==> config.mk <==
export PLATFORM = sky130hd
export DESIGN_NAME = radio_mode_ctrl
export DESIGN_NICKNAME = d
export VERILOG_FILES = /design/src/rtl/radio_mode_pkg.sv /design/src/rtl/radio_mode_fsm.sv /design/src/rtl/radio_mode_dp.sv /design/src/rtl/radio_mode_ctrl.sv
export SDC_FILE = /design/constraint.sdc
export NUM_CORES = 1
export LEC_CHECK = 0
export ABC_AREA = 1
export BUFFER_PORTS_ARGS = -buffer_cell sky130_fd_sc_hd__buf_2
export CAP_MARGIN = 40
export CORE_AREA = 2 2 71 53
export CTS_CLUSTER_DIAMETER = 30
export DETAILED_ROUTE_END_ITERATION = 6
export DIE_AREA = 0 0 73 55
export GPL_TIMING_DRIVEN = 0
export SYNTH_ARGS = -nofsm -noshare
export SYNTH_HDL_FRONTEND = slang
export SYNTH_SLANG_ARGS = --single-unit
==> constraint.sdc <==
create_clock -name clk -period 4.4 [get_ports clk]
set_input_delay 0.22 -clock clk [delete_from_list [all_inputs] [get_ports clk]]
set_output_delay 0.22 -clock clk [all_outputs]
set_load 0.005 [all_outputs]
==> src/rtl/radio_mode_pkg.sv <==
`timescale 1ns/1ps
package radio_mode_pkg;

  typedef enum logic [2:0] {
    MODE_IDLE   = 3'd0,
    MODE_RX     = 3'd1,
    MODE_TX     = 3'd2,
    MODE_CALIB  = 3'd3,
    MODE_RX_OVF = 3'd4,
    MODE_TX_OVF = 3'd5,
    MODE_SLEEP  = 3'd6,
    MODE_WAKE   = 3'd7
  } mode_e;

  localparam int CODE_W = 6;

  localparam logic [CODE_W-1:0] STB_RESET    = 6'h30;
  localparam logic [CODE_W-1:0] STB_CAL      = 6'h33;
  localparam logic [CODE_W-1:0] STB_RX       = 6'h34;
  localparam logic [CODE_W-1:0] STB_TX       = 6'h35;
  localparam logic [CODE_W-1:0] STB_IDLE     = 6'h36;
  localparam logic [CODE_W-1:0] STB_PWRDN    = 6'h39;
  localparam logic [CODE_W-1:0] STB_FLUSH_RX = 6'h3A;
  localparam logic [CODE_W-1:0] STB_FLUSH_TX = 6'h3B;
  localparam logic [CODE_W-1:0] STB_NOP      = 6'h3D;
  localparam logic [CODE_W-1:0] STB_FIRST    = 6'h30;
  localparam logic [CODE_W-1:0] STB_LAST     = 6'h3D;

  // control -> datapath strobes
  typedef struct packed {
    logic timerLoad;
    logic timerWake;
    logic calSet;
    logic calClr;
    logic sleepArm;
    logic sleepClr;
    logic flushRx;
    logic flushTx;
    logic statusLoad;
  } ctrl_cmd_t;

endpackage

==> src/rtl/radio_mode_fsm.sv <==
`timescale 1ns/1ps
module radio_mode_fsm
  import radio_mode_pkg::*;
(
  input  logic              clk,
  input  logic              rstN,
  input  logic              strobeValid,
  input  logic [CODE_W-1:0] strobeCode,
  input  logic              csRise,
  input  logic              csFall,
  input  logic              rxOvfEvt,
  input  logic              txOvfEvt,
  input  logic              calibrated,
  input  logic              sleepPending,
  input  logic              timerZero,
  output mode_e             modeQ,
  output ctrl_cmd_t         cmd
);

  mode_e modeD;
  logic  isStrobe;
  logic  isReset;

  assign isStrobe = strobeValid && (strobeCode >= STB_FIRST) && (strobeCode <= STB_LAST);
  assign isReset  = isStrobe && (strobeCode == STB_RESET);

  always_comb begin
    modeD          = modeQ;
    cmd            = '0;
    cmd.statusLoad = isStrobe;
    if (isReset) begin
      modeD        = MODE_IDLE;
      cmd.calClr   = 1'b1;
      cmd.sleepClr = 1'b1;
      cmd.flushRx  = 1'b1;
      cmd.flushTx  = 1'b1;
    end else begin
      case (modeQ)
        MODE_CALIB: begin
          if (timerZero) begin
            modeD      = MODE_IDLE;
            cmd.calSet = 1'b1;
          end
        end
        MODE_WAKE: begin
          if (timerZero) modeD = MODE_IDLE;
        end
        MODE_SLEEP: begin
          if (csFall) begin
            modeD         = MODE_WAKE;
            cmd.timerLoad = 1'b1;
            cmd.timerWake = 1'b1;
          end
        end
        default: begin
          if (csRise && sleepPending) begin
            modeD        = MODE_SLEEP;
            cmd.sleepClr = 1'b1;
          end else if (isStrobe) begin
            case (strobeCode)
              STB_CAL: begin
                if (modeQ == MODE_IDLE) begin
                  modeD         = MODE_CALIB;
                  cmd.timerLoad = 1'b1;
                end
              end
              STB_RX: begin
                if (modeQ == MODE_IDLE && calibrated) modeD = MODE_RX;
              end
              STB_TX: begin
                if (modeQ == MODE_IDLE && calibrated) modeD = MODE_TX;
              end
              STB_IDLE: modeD = MODE_IDLE;
              STB_PWRDN: cmd.sleepArm = 1'b1;
              STB_FLUSH_RX: begin
                if (modeQ == MODE_IDLE || modeQ == MODE_RX_OVF) begin
                  cmd.flushRx = 1'b1;
                  modeD       = MODE_IDLE;
                end
              end
              STB_FLUSH_TX: begin
                if (modeQ == MODE_IDLE || modeQ == MODE_TX_OVF) begin
                  cmd.flushTx = 1'b1;
                  modeD       = MODE_IDLE;
                end
              end
              default: ;
            endcase
          end else if (modeQ == MODE_RX && rxOvfEvt) begin
            modeD = MODE_RX_OVF;
          end else if (modeQ == MODE_TX && txOvfEvt) begin
            modeD = MODE_TX_OVF;
          end
        end
      endcase
    end
  end

  always_ff @(posedge clk) begin
    if (!rstN) modeQ <= MODE_IDLE;
    else       modeQ <= modeD;
  end

endmodule

==> src/rtl/radio_mode_dp.sv <==
`timescale 1ns/1ps
module radio_mode_dp
  import radio_mode_pkg::*;
#(
  parameter int CAL_CYCLES  = 16,
  parameter int WAKE_CYCLES = 150
) (
  input  logic      clk,
  input  logic      rstN,
  input  ctrl_cmd_t cmd,
  input  mode_e     modeQ,
  output logic      calibrated,
  output logic      sleepPending,
  output logic      timerZero,
  output logic      flushRx,
  output logic      flushTx,
  output logic      statusValid,
  output logic [3:0] statusNibble
);

  localparam int MAX_CYCLES = (CAL_CYCLES > WAKE_CYCLES) ? CAL_CYCLES : WAKE_CYCLES;
  localparam int TIMER_W    = $clog2(MAX_CYCLES + 1);
  localparam logic [TIMER_W-1:0] CAL_LOAD  = TIMER_W'(CAL_CYCLES - 1);
  localparam logic [TIMER_W-1:0] WAKE_LOAD = TIMER_W'(WAKE_CYCLES - 1);

  logic [TIMER_W-1:0] timerQ;

  assign timerZero = (timerQ == '0);

  always_ff @(posedge clk) begin
    if (!rstN)              timerQ <= '0;
    else if (cmd.timerLoad) timerQ <= cmd.timerWake ? WAKE_LOAD : CAL_LOAD;
    else if (!timerZero)    timerQ <= timerQ - 1'b1;
  end

  always_ff @(posedge clk) begin
    if (!rstN)           calibrated <= 1'b0;
    else if (cmd.calClr) calibrated <= 1'b0;
    else if (cmd.calSet) calibrated <= 1'b1;
  end

  always_ff @(posedge clk) begin
    if (!rstN)             sleepPending <= 1'b0;
    else if (cmd.sleepClr) sleepPending <= 1'b0;
    else if (cmd.sleepArm) sleepPending <= 1'b1;
  end

  always_ff @(posedge clk) begin
    if (!rstN) begin
      flushRx      <= 1'b0;
      flushTx      <= 1'b0;
      statusValid  <= 1'b0;
      statusNibble <= '0;
    end else begin
      flushRx     <= cmd.flushRx;
      flushTx     <= cmd.flushTx;
      statusValid <= cmd.statusLoad;
      if (cmd.statusLoad) statusNibble <= {calibrated, modeQ};
    end
  end

endmodule

==> src/rtl/radio_mode_ctrl.sv <==
`timescale 1ns/1ps
module radio_mode_ctrl
  import radio_mode_pkg::*;
#(
  parameter int CAL_CYCLES    = 16,
  parameter int WAKE_US       = 150,
  parameter int CYCLES_PER_US = 1
) (
  input  logic       clk,
  input  logic       rstN,
  input  logic       strobeValid,
  input  logic [5:0] strobeCode,
  input  logic       csRise,
  input  logic       csFall,
  input  logic       rxOvfEvt,
  input  logic       txOvfEvt,
  output logic [2:0] modeState,
  output logic       calibrated,
  output logic       flushRx,
  output logic       flushTx,
  output logic       statusValid,
  output logic [3:0] statusNibble
);

  localparam int WAKE_CYCLES = WAKE_US * CYCLES_PER_US;

  mode_e     modeQ;
  ctrl_cmd_t cmd;
  logic      sleepPending;
  logic      timerZero;

  radio_mode_fsm u_fsm (
    .clk          (clk),
    .rstN         (rstN),
    .strobeValid  (strobeValid),
    .strobeCode   (strobeCode),
    .csRise       (csRise),
    .csFall       (csFall),
    .rxOvfEvt     (rxOvfEvt),
    .txOvfEvt     (txOvfEvt),
    .calibrated   (calibrated),
    .sleepPending (sleepPending),
    .timerZero    (timerZero),
    .modeQ        (modeQ),
    .cmd          (cmd)
  );

  radio_mode_dp #(
    .CAL_CYCLES  (CAL_CYCLES),
    .WAKE_CYCLES (WAKE_CYCLES)
  ) u_dp (
    .clk          (clk),
    .rstN         (rstN),
    .cmd          (cmd),
    .modeQ        (modeQ),
    .calibrated   (calibrated),
    .sleepPending (sleepPending),
    .timerZero    (timerZero),
    .flushRx      (flushRx),
    .flushTx      (flushTx),
    .statusValid  (statusValid),
    .statusNibble (statusNibble)
  );

  assign modeState = modeQ;

endmodule

# After elaboration in Yosys (flattened, before gate mapping)
# Index checks and enable logic that the tools add are counted.
# totals
ff_bits,20
latch_bits,0
ramBits,0
mem_bits_ro,0
mem_count,0
# op_classes
addsub,1
n_mul,0
n_div,0
magnitude_cmp,2
eq_ne,24
shifts,0
n_mux,40
n_bitwise,1
reduce_logical,18
# ops
operator,n
equality test 6 bit (second input constant),8
two-way mux 3 bit,13
!= test 6 bit (second input constant),5
two-way mux 8 bit,3
case mux 3 bit (6 select lines),1
two-way mux 1 bit,17
equality test 3 bit (second input constant),4
!= test 10 bit (second input constant),1
AND reduction 9 bit,1
zero test 8 bit,1
OR reduction 2 bit,4
subtractor 8 x 1 -> 8 bit (second input constant),1
logical AND 1 bit,7
equality test 3 x 2 -> 1 bit (second input constant),2
greater-or-equal comparator 6 bit (second input constant),1
<= comparator 6 bit (second input constant),1
two-way mux 2 bit,3
case mux 3 bit (2 select lines),1
nonzero test 6 bit,1
two-way mux 4 bit,1
!= test 2 bit (second input constant),2
equality test 3 x 1 -> 1 bit (second input constant),1
zero test 3 bit,1
OR reduction 3 bit,1
other kinds (4),5

# Logic depth before layout (Yosys ltp)
# Gate-level depths: netlist of run 1.
# logic_depth
depth_word,9
mapped_depth,12
mapped_depth_nobuf,12

# Cells and area by module
# From an unflattened synthesis of run 1, not the netlist that was laid out.
# hier_totals
cells_unflattened,209
area_unflattened_um2,1293.7
# by_module_without_submodules
module,n_inst,cells_per_inst,area_per_inst_um2,seq_area_each_um2
radio_mode_dp,1,110,755.7,340.3
radio_mode_fsm,1,99,538.0,60.1

# Least setup slack after synthesis of run 1
# OpenSTA, ideal clock, no wires.
# synth_path
kind,register -> register
from,register u_dp.timerQ[0]
to,register u_fsm.modeQ[0]
arrival_ps,1349
required_ps,4287
slack_ps,2938
path_stages_with_launch,12
n_path_buf,0
period_less_slack_ps,1462
cell_sequence,dfxtp_1 > inv_1 > ha_1 > inv_1 > nor2_1 > nand2_1 > nor2_2 > o22ai_1 > nor2_2 > nand3_4 > nor2_1 > nor2_1
# synth_via
elab_chain_len,3
# synth_lines
element,line,text
"start, declared",radio_mode_dp.sv:26,logic [TIMER_W-1:0] timerQ;
"start signal, assigned",radio_mode_dp.sv:32,else if (cmd.timerLoad) timerQ <= cmd.timerWake ? WAKE_LOAD : CAL_LOAD;
"start signal, assigned",radio_mode_dp.sv:33,else if (!timerZero) timerQ <= timerQ - 1'b1;
zero test 8 bit,radio_mode_dp.sv:28,assign timerZero = (timerQ == '0);
!= test 2 x 1 -> 1 bit (no line),--,
AND reduction 9 bit (no line),--,
"end signal, assigned",radio_mode_fsm.sv:101,else modeQ <= modeD;
"end, declared",radio_mode_fsm.sv:16,"output mode_e modeQ,"
# No other way between the ends.
# A chain may end at the register's enable or synchronous reset.

# Worst setup path in the final report of run 1
# layout_path
from,register u_dp.timerQ[0]
to,register u_fsm.modeQ[1]
# The elaborated chain is that of the path after synthesis.

==> flow_summary_export.csv, run 1 <==
group,metric,value,unit
layout,instances_no_fill,267,
grt,grt_max_degree,12,
power_and_ir_drop,p_leak,0.799,nW
timing,grt_setup_unrepaired,"false",
cts,numClockSinks,20,
detailed_routing,drc,0,
die,start_util,38.4,%
cts,clock_latency,260,ps
detailed_routing,dr.pass1.iters,4,
power_and_ir_drop,irDropWorstVdd,0.260,mV
timing,slew_violations,0,
place,post-dp-hpwl,2330,um
layout,insertedDiodeCount,0,
layout,multi_input_area,754,sq um
die,rows,18,
cts,hold_buffers,0,
detailed_routing,routed_wl,2940,um
worst_setup_path,critPathMaxFanout,6,
power_and_ir_drop,total_power,0.000739,W
logic_synthesis,ys.flop_type,"dfxtp_1",
cts,ctsResizeCount,0,
layout,fin_nets,243,
logic_synthesis,synth_top_area_share,31.0,%
die,fp.coreArea,0.00336,sq mm
logic_synthesis,syn_nets,215,
layout,num-fill-cells,351,
logic_synthesis,synth_area_per_cell,6.45,sq um
place,io_buffer_count,23,
logic_synthesis,muxShareOfSynthArea,0,%
logic_synthesis,synth_seq_cells,20,
worst_setup_path,rr_endpoint,"u_fsm.modeQ[1]",
worst_setup_path,cp-endpoint,"u_fsm.modeQ[1]",
logic_synthesis,syn_area,0.00129,sq mm
logic_synthesis,ys_top_cells_by_area,"dfxtp_1, nand2_1, nor2_1, inv_1, nand3_1",
min_path,min_from,"rstN",
timing,finalSetupViolations,0,
die,die_area,0.00402,sq mm
worst_setup_path,timing.setup.critical_path_class,"register to register",
worst_setup_path,critPathCaptureType,"register",
cts,numCtsBuffers,3,
logic_synthesis,synth_common_cells,"nand2_1, nor2_1, inv_1",
logic_synthesis,synth-edff-count,0,
timing,layout_min_cycle_time,1710,ps
power_and_ir_drop,power_density,489,mW/mm^2
die,die_y,55,um
timing,slew_headroom,73.3,%
logic_synthesis,synth_top_family_by_area,"simple AND/OR/NAND/NOR gates",
logic_synthesis,ys_warn_count,0,
logic_synthesis,synth_area_leader_cell,"dfxtp_1",
place,placed_area,0.00146,sq mm
worst_setup_path,reg2reg_from,"u_dp.timerQ[0]",
worst_setup_path,arrival,1910,ps
run,maxCapViolations,0,
logic_synthesis,yosysMostFrequentCell,"nand2_1",
timing,max_freq,584,MHz
worst_setup_path,startpoint,"u_dp.timerQ[0]",
timing,tns,0,ps
status,outcome,"finished clean",
detailed_routing,drt-vias-per-instance,4.67,
die,ioPinCount,24,
place,dp_slack,2720,ps
layout,fin_area,0.00151,sq mm
grt,antenna_found_initial,0,
cts,path_clk_slew,70,ps
die,die_x,73,um
logic_synthesis,synthCells,200,
detailed_routing,routedWlPerCell,11.0,um
cts,tritoncts,"done",
cts,htree_levels,1,
timing,fin_ws,2690,ps
grt,grt_use_total,16.2,%
cts,cts_setup_buffers,0,
logic_synthesis,synthAdderAreaFrac,1.94,%
detailed_routing,vias,1246,
detailed_routing,drtIter0Drc,42,
timing,worst_slew_pin_slew,401,ps
layout,drive_above_1_share,23.3,%
worst_setup_path,ff2ff_path_depth,12,
logic_synthesis,synthSimpleGateAreaFrac,40.5,%
grt,grt_pass1_vias,1105,
logic_synthesis,async_flop_share,0,%
grt,grt-ovfl-total,0,
cts,cts-root-buf,"clkbuf_8",
timing,period_share,38.9,%
worst_setup_path,cp-start-kind,"register",
grt,grt_first_pass_wirelength,4910,um
place,placed_cells_incl_taps,263,
layout,areaGrowthSynthToFinish,17.1,%
detailed_routing,ant_nets,0,
worst_setup_path,cp.required,4590,ps
logic_synthesis,synth-compound-area-share,12.6,%
cts,cts_buffer_depth,2,
timing,hold_violations,0,
timing,fin_skew,2.82,ps
worst_setup_path,rrSetupSlack,2690,ps
place,place_congestion,0.861,
layout,register_area,400,sq um
min_path,hp-class,"input pin to register",
logic_synthesis,yosysUniqueCellTypes,28,
logic_synthesis,synthXorXnorAreaFrac,3.39,%
logic_synthesis,ys_seq_area_share,31.0,%
## through the flow
stage / hold WS [ps] / utilization, %
after floorplan: 327 / -
after global placement: 467 / 43.4
after detailed placement: 472 / 43.4
after CTS: 236 / 45.0
after global routing: 268 / 45.0
final: 246 / 45.0
## how the worst min path moves through the flow
| stage | cells after the start | slack (ps) | to |
|---|---|---|---|
| 2_1_floorplan | 2 | 330 | u_dp.timerQ[0] |
| 3_3_place_gp | 2 | 470 | u_dp.statusNibble[3] |
| 3_5_place_dp | 2 | 470 | u_dp.statusNibble[3] |
| 4_1_cts | 3 | 240 | u_dp.timerQ[0] |
| 5_1_grt | 3 | 270 | u_dp.statusNibble[1] |
| 6_report | 3 | 250 | u_dp.timerQ[0] |
## metal layers
metal	global-route usage (%)	share of wire, %
met5	0	0
met1	22.6	56
met2	24.2	38
met4	3.70	1.5
met3	5.43	4.8
## sequential cells by signal, summed over array words and instances, names as in the netlist
register           cells
u_dp.timerQ            8
u_dp.sleepPending      1
u_dp.flushTx           1
u_dp.flushRx           1
u_dp.statusNibble      4
u_fsm.modeQ            3
u_dp.statusValid       1
u_dp.calibrated        1
## cell families (layout without fill, tap and decap cells)
kind of cell    after synthesis  in the layout
simple gates                112            112
xor+xnor                      5              5
fa+ha+maj                     2              2
flops                        20             20
compound gates               28             28
buf+inv                      33             60
## placed cells by master, fill, tap and decap left out, drive strengths merged
master and n:
nor2 44, nand2 43, inv 29, buf 25, nand3 21, dfxtp 20
o21ai 11, a21oi 10, clkbuf 5, xor2 4, nor3 3, o31ai 2
a31oi 2, ha 2, o22ai 1, clkinv 1, a41oi 1, xnor2 1
nor4 1, a2111oi 1
## worst max-delay path, cell delays in order, from the launching register on
cell and delay [ps]:
dfxtp_1 300, inv_1 110, ha_1 160, inv_1 40
nor2_1 80, nand2_1 80, nor2_2 240, o22ai_1 120
nor2_2 160, nand3_4 110, nand2_1 70, nand2_1 50
nor2_1 120
## final cells by class
class | instances | share of cell area [%]
repair buffers | 23 | 7.62
clock buffers | 4 | 3.65
inverters | 30 | 7.46
well taps | 40 | 3.31
multi-input cells | 147 | 50.0
flip-flops and latches | 20 | 26.5
plain buffers | 3 | 1.49
## power by group
part / total, W / leakage, nW / internal [W] / switching [W]
clock network: 0.000139 / 0.0288 / 0.0000796 / 0.0000594
logic: 0.000344 / 0.607 / 0.000130 / 0.000215
registers: 0.000255 / 0.164 / 0.000224 / 0.0000317
total: 0.000739 / 0.799 / 0.000433 / 0.000306
(Power assumes the default switching activity.)
==> run 2: changes to the inputs <==
==> constraint.sdc (replaced) <==
create_clock -name clk -period 1.5 [get_ports clk]
set_input_delay 0.075 -clock clk [delete_from_list [all_inputs] [get_ports clk]]
set_output_delay 0.075 -clock clk [all_outputs]
set_load 0.005 [all_outputs]
==> run 2 against run 1 <==
  * The flow now finishes with violations (negative setup slack)
  * Via count increased by 6.5%
  * Non-clock buffer count increased by 10
  * Sequential power increased to 3.1 times the previous value
  * Critical path type unchanged
  * Largest power group unchanged
  * Highest routed layer unchanged
==> flow_summary_export.csv, run 2 (synthesis results as in run 1) <==
group,metric,value,unit
status,outcome,"finished with violations",
status,violations,"negative setup slack",
timing,holdWs,104,ps
worst_setup_path,timing.setup.critical_path_class,"register to register",
cts,clock_latency,260,ps
die,start_util,38.4,%
detailed_routing,drtIter0Drc,59,
place,place_congestion,0.861,
timing,finalSetupViolations,1,
place,post-dp-hpwl,2330,um
detailed_routing,routedWlPerCell,11.4,um
power_and_ir_drop,total_power,0.00259,W
layout,fin_area,0.00169,sq mm
layout,final_cell_mix,"nor2_1, nand2_1, buf_2, inv_1",
cts,tritoncts,"done",
die,rows,18,
grt,grt_pass1_vias,1166,
power_and_ir_drop,power.internal,0.00152,W
timing,worst_slew_pin_slew,390,ps
grt,antenna_found_initial,0,
power_and_ir_drop,pwr-share-clk,15.9,%
worst_setup_path,cp-start-kind,"register",
die,ioPinCount,24,
worst_setup_path,critPathMaxFanout,6,
power_and_ir_drop,irDropWorstVdd,0.825,mV
detailed_routing,drc,0,
worst_setup_path,critPathCaptureType,"register",
layout,largest_reg_flops,8,
place,placed_area,0.00146,sq mm
timing,grt_setup_unrepaired,"true",
die,die_y,55,um
layout,final_core_util,50.4,%
layout,largest-register,"u_dp.timerQ",
power_and_ir_drop,power.share.combinational,53.9,%
detailed_routing,ant_nets,0,
cts,htree_levels,1,
die,die_x,73,um
grt,grt_max_degree,12,
timing,fin_ws,-23.6,ps
place,placed_cells_incl_taps,263,
power_and_ir_drop,switching_share,41.2,%
layout,fin_nets,253,
grt,grt_use_total,17.0,%
die,die_area,0.00402,sq mm
cts,hold_buffers,0,
power_and_ir_drop,p_sw,0.00107,W
detailed_routing,drt-vias-per-instance,4.79,
worst_setup_path,cp.required,1680,ps
cts,path_clk_slew,70,ps
layout,areaGrowthSynthToFinish,31.0,%
place,io_buffer_count,23,
detailed_routing,routed_wl,3150,um
cts,numClockSinks,20,
power_and_ir_drop,power_density,1530,mW/mm^2
min_path,hp-class,"input pin to register",
detailed_routing,dr.pass1.iters,4,
layout,reg_top3,"u_dp.timerQ: 8 flops, u_dp.statusNibble: 4 flops, u_fsm.modeQ: 3 flops",
cts,cts-root-buf,"clkbuf_8",
timing,slew_headroom,74.0,%
timing,max_freq,656,MHz
cts,cts_buffer_depth,2,
timing,fin_skew,2.56,ps
detailed_routing,vias,1327,
run,maxCapViolations,0,
layout,mostFrequentLayoutCell,"nor2_1",
cts,numCtsBuffers,3,
die,fp.coreArea,0.00336,sq mm
worst_setup_path,arrival,1710,ps
power_and_ir_drop,seq_power_share,30.1,%
layout,instances_no_fill,277,
timing,layout_min_cycle_time,1520,ps
grt,grt-ovfl-total,0,
grt,grt_first_pass_wirelength,5150,um
layout,drive_above_1_share,37.1,%
timing,slew_violations,0,
power_and_ir_drop,p_leak,0.855,nW
layout,insertedDiodeCount,0,
timing,hold_violations,0,
timing,period_share,102,%
-- run 2: critical path, stage by stage (launching register included) --
cell,delay [ps]
dfxtp_4,420
inv_6,60
nor2_4,110
nand2_1,60
nand2_1,70
nor2_2,40
nand2_1,90
nand2_1,70
nor2_2,120
nand3_4,120
nand2_2,70
nand2_1,50
nor2_1,140
-- run 2: power groups by stage --
stage               registers, W  logic (W)  clock network (W)
finish                  0.000779    0.00139           0.000412
global route            0.000801    0.00155           0.000452
CTS                     0.000769    0.00123           0.000422
detailed placement      0.000760   0.000998                  0
global placement        0.000758   0.000996                  0
floorplan               0.000747   0.000795                  0
-- run 2: stage by stage --
stage / setup TNS [ps] / setup WS, ps
global route: -385 / -129
detailed placement: -744 / -180
finish: -23.6 / -23.6
CTS: 0 / 1.91
floorplan: 0 / 38.4
global placement: -905 / -170
-- run 2: final timing paths --
check	start	to	slack, ps	depth (start not counted)
setup / recovery	u_fsm.modeQ[0]	u_fsm.modeQ[2]	-20	12
hold / removal	rstN	u_dp.timerQ[0]	100	3
setup reg to reg	u_fsm.modeQ[0]	u_fsm.modeQ[2]	-20	12
hold reg to reg	u_dp.statusNibble[3]	u_dp.statusNibble[3]	480	2
-- run 2: what timing repair did --
action	CTS	global route
pin swaps	5	13
buffers inserted	6	4
gates cloned	0	0
endpoints found under the setup margin	7	9
gates resized for setup	16	20
-- run 2: layout make-up --
cell class / instances / area (sq um)
fillers: 324 / 1670
flip-flops and latches: 20 / 409
inverters: 30 / 118
clock buffers: 4 / 55.1
well taps: 40 / 50.0
repair buffers: 33 / 190
multi-input cells: 147 / 842
plain buffers: 3 / 26.3
-- run 2: metal layers --
metal	up-vias	global-route usage (%)	routed length [um]
met3	6	5.80	166
met1	576	23.3	1640
met5	-	0	0
met2	28	25.7	1300
li1	717	-	-
met4	0	4.32	44
==> run 3: changes to the inputs <==
--- a/config.mk
+++ b/config.mk
@@ -8,11 +8,14 @@
 export ABC_AREA = 1
 export BUFFER_PORTS_ARGS = -buffer_cell sky130_fd_sc_hd__buf_2
 export CAP_MARGIN = 40
-export CORE_AREA = 2 2 71 53
+export CELL_PAD_IN_SITES_DETAIL_PLACEMENT = 1
+export CELL_PAD_IN_SITES_GLOBAL_PLACEMENT = 2
+export CORE_AREA = 2 2 88 64
 export CTS_CLUSTER_DIAMETER = 30
 export DETAILED_ROUTE_END_ITERATION = 6
-export DIE_AREA = 0 0 73 55
+export DIE_AREA = 0 0 90 66
 export GPL_TIMING_DRIVEN = 0
+export PLACE_DENSITY_LB_ADDON = 0.1
 export SYNTH_ARGS = -nofsm -noshare
 export SYNTH_HDL_FRONTEND = slang
 export SYNTH_SLANG_ARGS = --single-unit
==> run 3 against run 2 <==
  * The flow still finishes with violations (negative setup slack)
  * Design area grew 3.0%
  * Clock power grew 33%
  * Critical endpoint is now u_dp.timerQ[1]
  * Highest routed layer unchanged
  * Non-clock buffer count grew 1
  * Sequential share of layout area shrank 0.78 points
  * Via count grew 4.2%
  * Routed wire length grew 30%
  * Critical path depth grew 2
  * Critical path type unchanged
  * Combinational power grew 14%
==> flow_summary_export.csv, run 3 (synthesis results as in run 1) <==
group,metric,value,unit
timing,tns,-82.9,ps
status,violations,"negative setup slack",
die,ioPinCount,24,
cts,numClockSinks,20,
run,maxCapViolations,0,
detailed_routing,routedWlPerCell,13.2,um
power_and_ir_drop,p_leak,0.864,nW
cts,clock_latency,260,ps
timing,period_share,101,%
detailed_routing,met2_length,1640,um
die,die_area,0.00594,sq mm
power_and_ir_drop,irDropWorstVdd,0.523,mV
layout,num-fill-cells,682,
worst_setup_path,cp-start-kind,"register",
die,die_y,66,um
detailed_routing,drt-met1-wl,2250,um
status,outcome,"finished with violations",
timing,worst_slew_pin_slew,482,ps
cts,htree_levels,1,
detailed_routing,drt-vias-per-instance,4.46,
min_path,hold_path_depth,3,
timing,fin_ws,-20.7,ps
place,io_buffer_count,23,
power_and_ir_drop,power_density,1670,mW/mm^2
power_and_ir_drop,total_power,0.00291,W
timing,layout_min_cycle_time,1520,ps
layout,largest-register,"u_dp.timerQ",
layout,areaGrowthSynthToFinish,35.0,%
timing,slew_violations,0,
detailed_routing,drtIter0Drc,49,
grt,grt-ovfl-total,0,
place,post-dp-hpwl,3150,um
cts,numCtsBuffers,3,
cts,tritoncts,"done",
grt,grt_first_pass_wirelength,6850,um
detailed_routing,dr.pass1.iters,4,
timing,max_freq,658,MHz
worst_setup_path,timing.setup.critical_path_class,"register to register",
die,start_util,25.2,%
layout,multi_input_area,830,sq um
detailed_routing,top_layer_used,"met4",
layout,fin_area,0.00174,sq mm
place,place_congestion,0.759,
timing,grt_setup_unrepaired,"true",
cts,path_clk_slew,90,ps
worst_setup_path,ff2ff_path_depth,14,
layout,mostFrequentLayoutCell,"nor2_1",
worst_setup_path,critPathMaxFanout,3,
timing,finalSetupViolations,5,
min_path,hp-class,"input pin to register",
timing,hold_violations,0,
detailed_routing,vias,1383,
place,placed_area,0.00150,sq mm
layout,insertedDiodeCount,0,
worst_setup_path,arrival,1720,ps
layout,largest_reg_flops,8,
layout,register_area,408,sq um
detailed_routing,wl_met3,183,um
timing,slew_headroom,67.9,%
layout,fin_nets,254,
timing,fin_skew,13.9,ps
grt,grt_max_degree,13,
layout,drive_above_1_share,36.1,%
detailed_routing,ant_nets,0,
die,rows,22,
place,dp_slack,-276,ps
worst_setup_path,critPathCaptureType,"register",
layout,final_cell_mix,"nor2_1, nand2_1, buf_2, inv_1, dfxtp_1",
die,fp.coreArea,0.00512,sq mm
grt,grt_pass1_vias,1419,
grt,antenna_found_initial,0,
grt,grt_use_total,14.5,%
worst_setup_path,cp.required,1700,ps
cts,hold_buffers,0,
detailed_routing,routed_wl,4090,um
detailed_routing,drc,0,
layout,final_core_util,34.0,%
cts,cts-root-buf,"clkbuf_8",
die,die_x,90,um
cts,cts_buffer_depth,2,
layout,reg_top3,"u_dp.timerQ: 8 flops, u_dp.statusNibble: 4 flops, u_fsm.modeQ: 3 flops",
==> run 3: layout make-up <==
type	instances	area share, %
plain buffers	3	1.51
clock buffers	3	2.37
clock inverters	1	1.72
inverters	30	6.61
multi-input cells	147	47.6
flip-flops and latches	20	23.4
well taps	72	5.17
repair buffers	34	11.6
==> run 3: power breakdown <==
part	switching, W	internal [W]
clock network	0.000193	0.000356
registers	0.000117	0.000666
logic	0.000855	0.000720
total	0.00117	0.00174
==> run 3: path summary, 6_finish.rpt <==
| path | from | to | slack (ps) |
|---|---|---|---|
| max | u_dp.timerQ[0] | u_dp.timerQ[1] | -20 |
| min | rstN | u_dp.timerQ[0] | 90 |
| max reg2reg | u_dp.timerQ[0] | u_dp.timerQ[1] | -20 |
| min reg2reg | u_dp.statusNibble[3] | u_dp.statusNibble[3] | 500 |
==> run 3: routing by layer <==
metal / up-vias / global-route usage, %
li1: 716 / -
met1: 636 / 21.4
met2: 29 / 21.7
met3: 2 / 3.42
met4: 0 / 2.31
met5: - / 0
==> run 3: stage by stage <==
stage / std cells / hold slack [ps]
2_1_floorplan: 200 / 182
3_3_place_gp: 295 / 354
5_1_grt: 310 / 96.6
4_1_cts: 308 / 89.1
3_5_place_dp: 295 / 377
6_report: 310 / 88.2
==> run 3: timing repair <==
item / CTS / global route
gates resized for setup: 17 / 14
endpoints found under the setup margin: 9 / 11
hold endpoints to repair: 0 / 0
buffers inserted: 9 / 2
pin swaps: 6 / 10
==> run 3: critical path, cell delays in order, from the launching register on <==
cell     delay [ps]
dfxtp_2         330
inv_2            70
ha_4            130
inv_2            30
nor2_2           80
nand2_2          80
nor2_4          130
buf_4           130
buf_6            80
inv_2            40
nand2_2          70
inv_2            40
nand2_1          50
nand2_1          60
a21oi_2         120
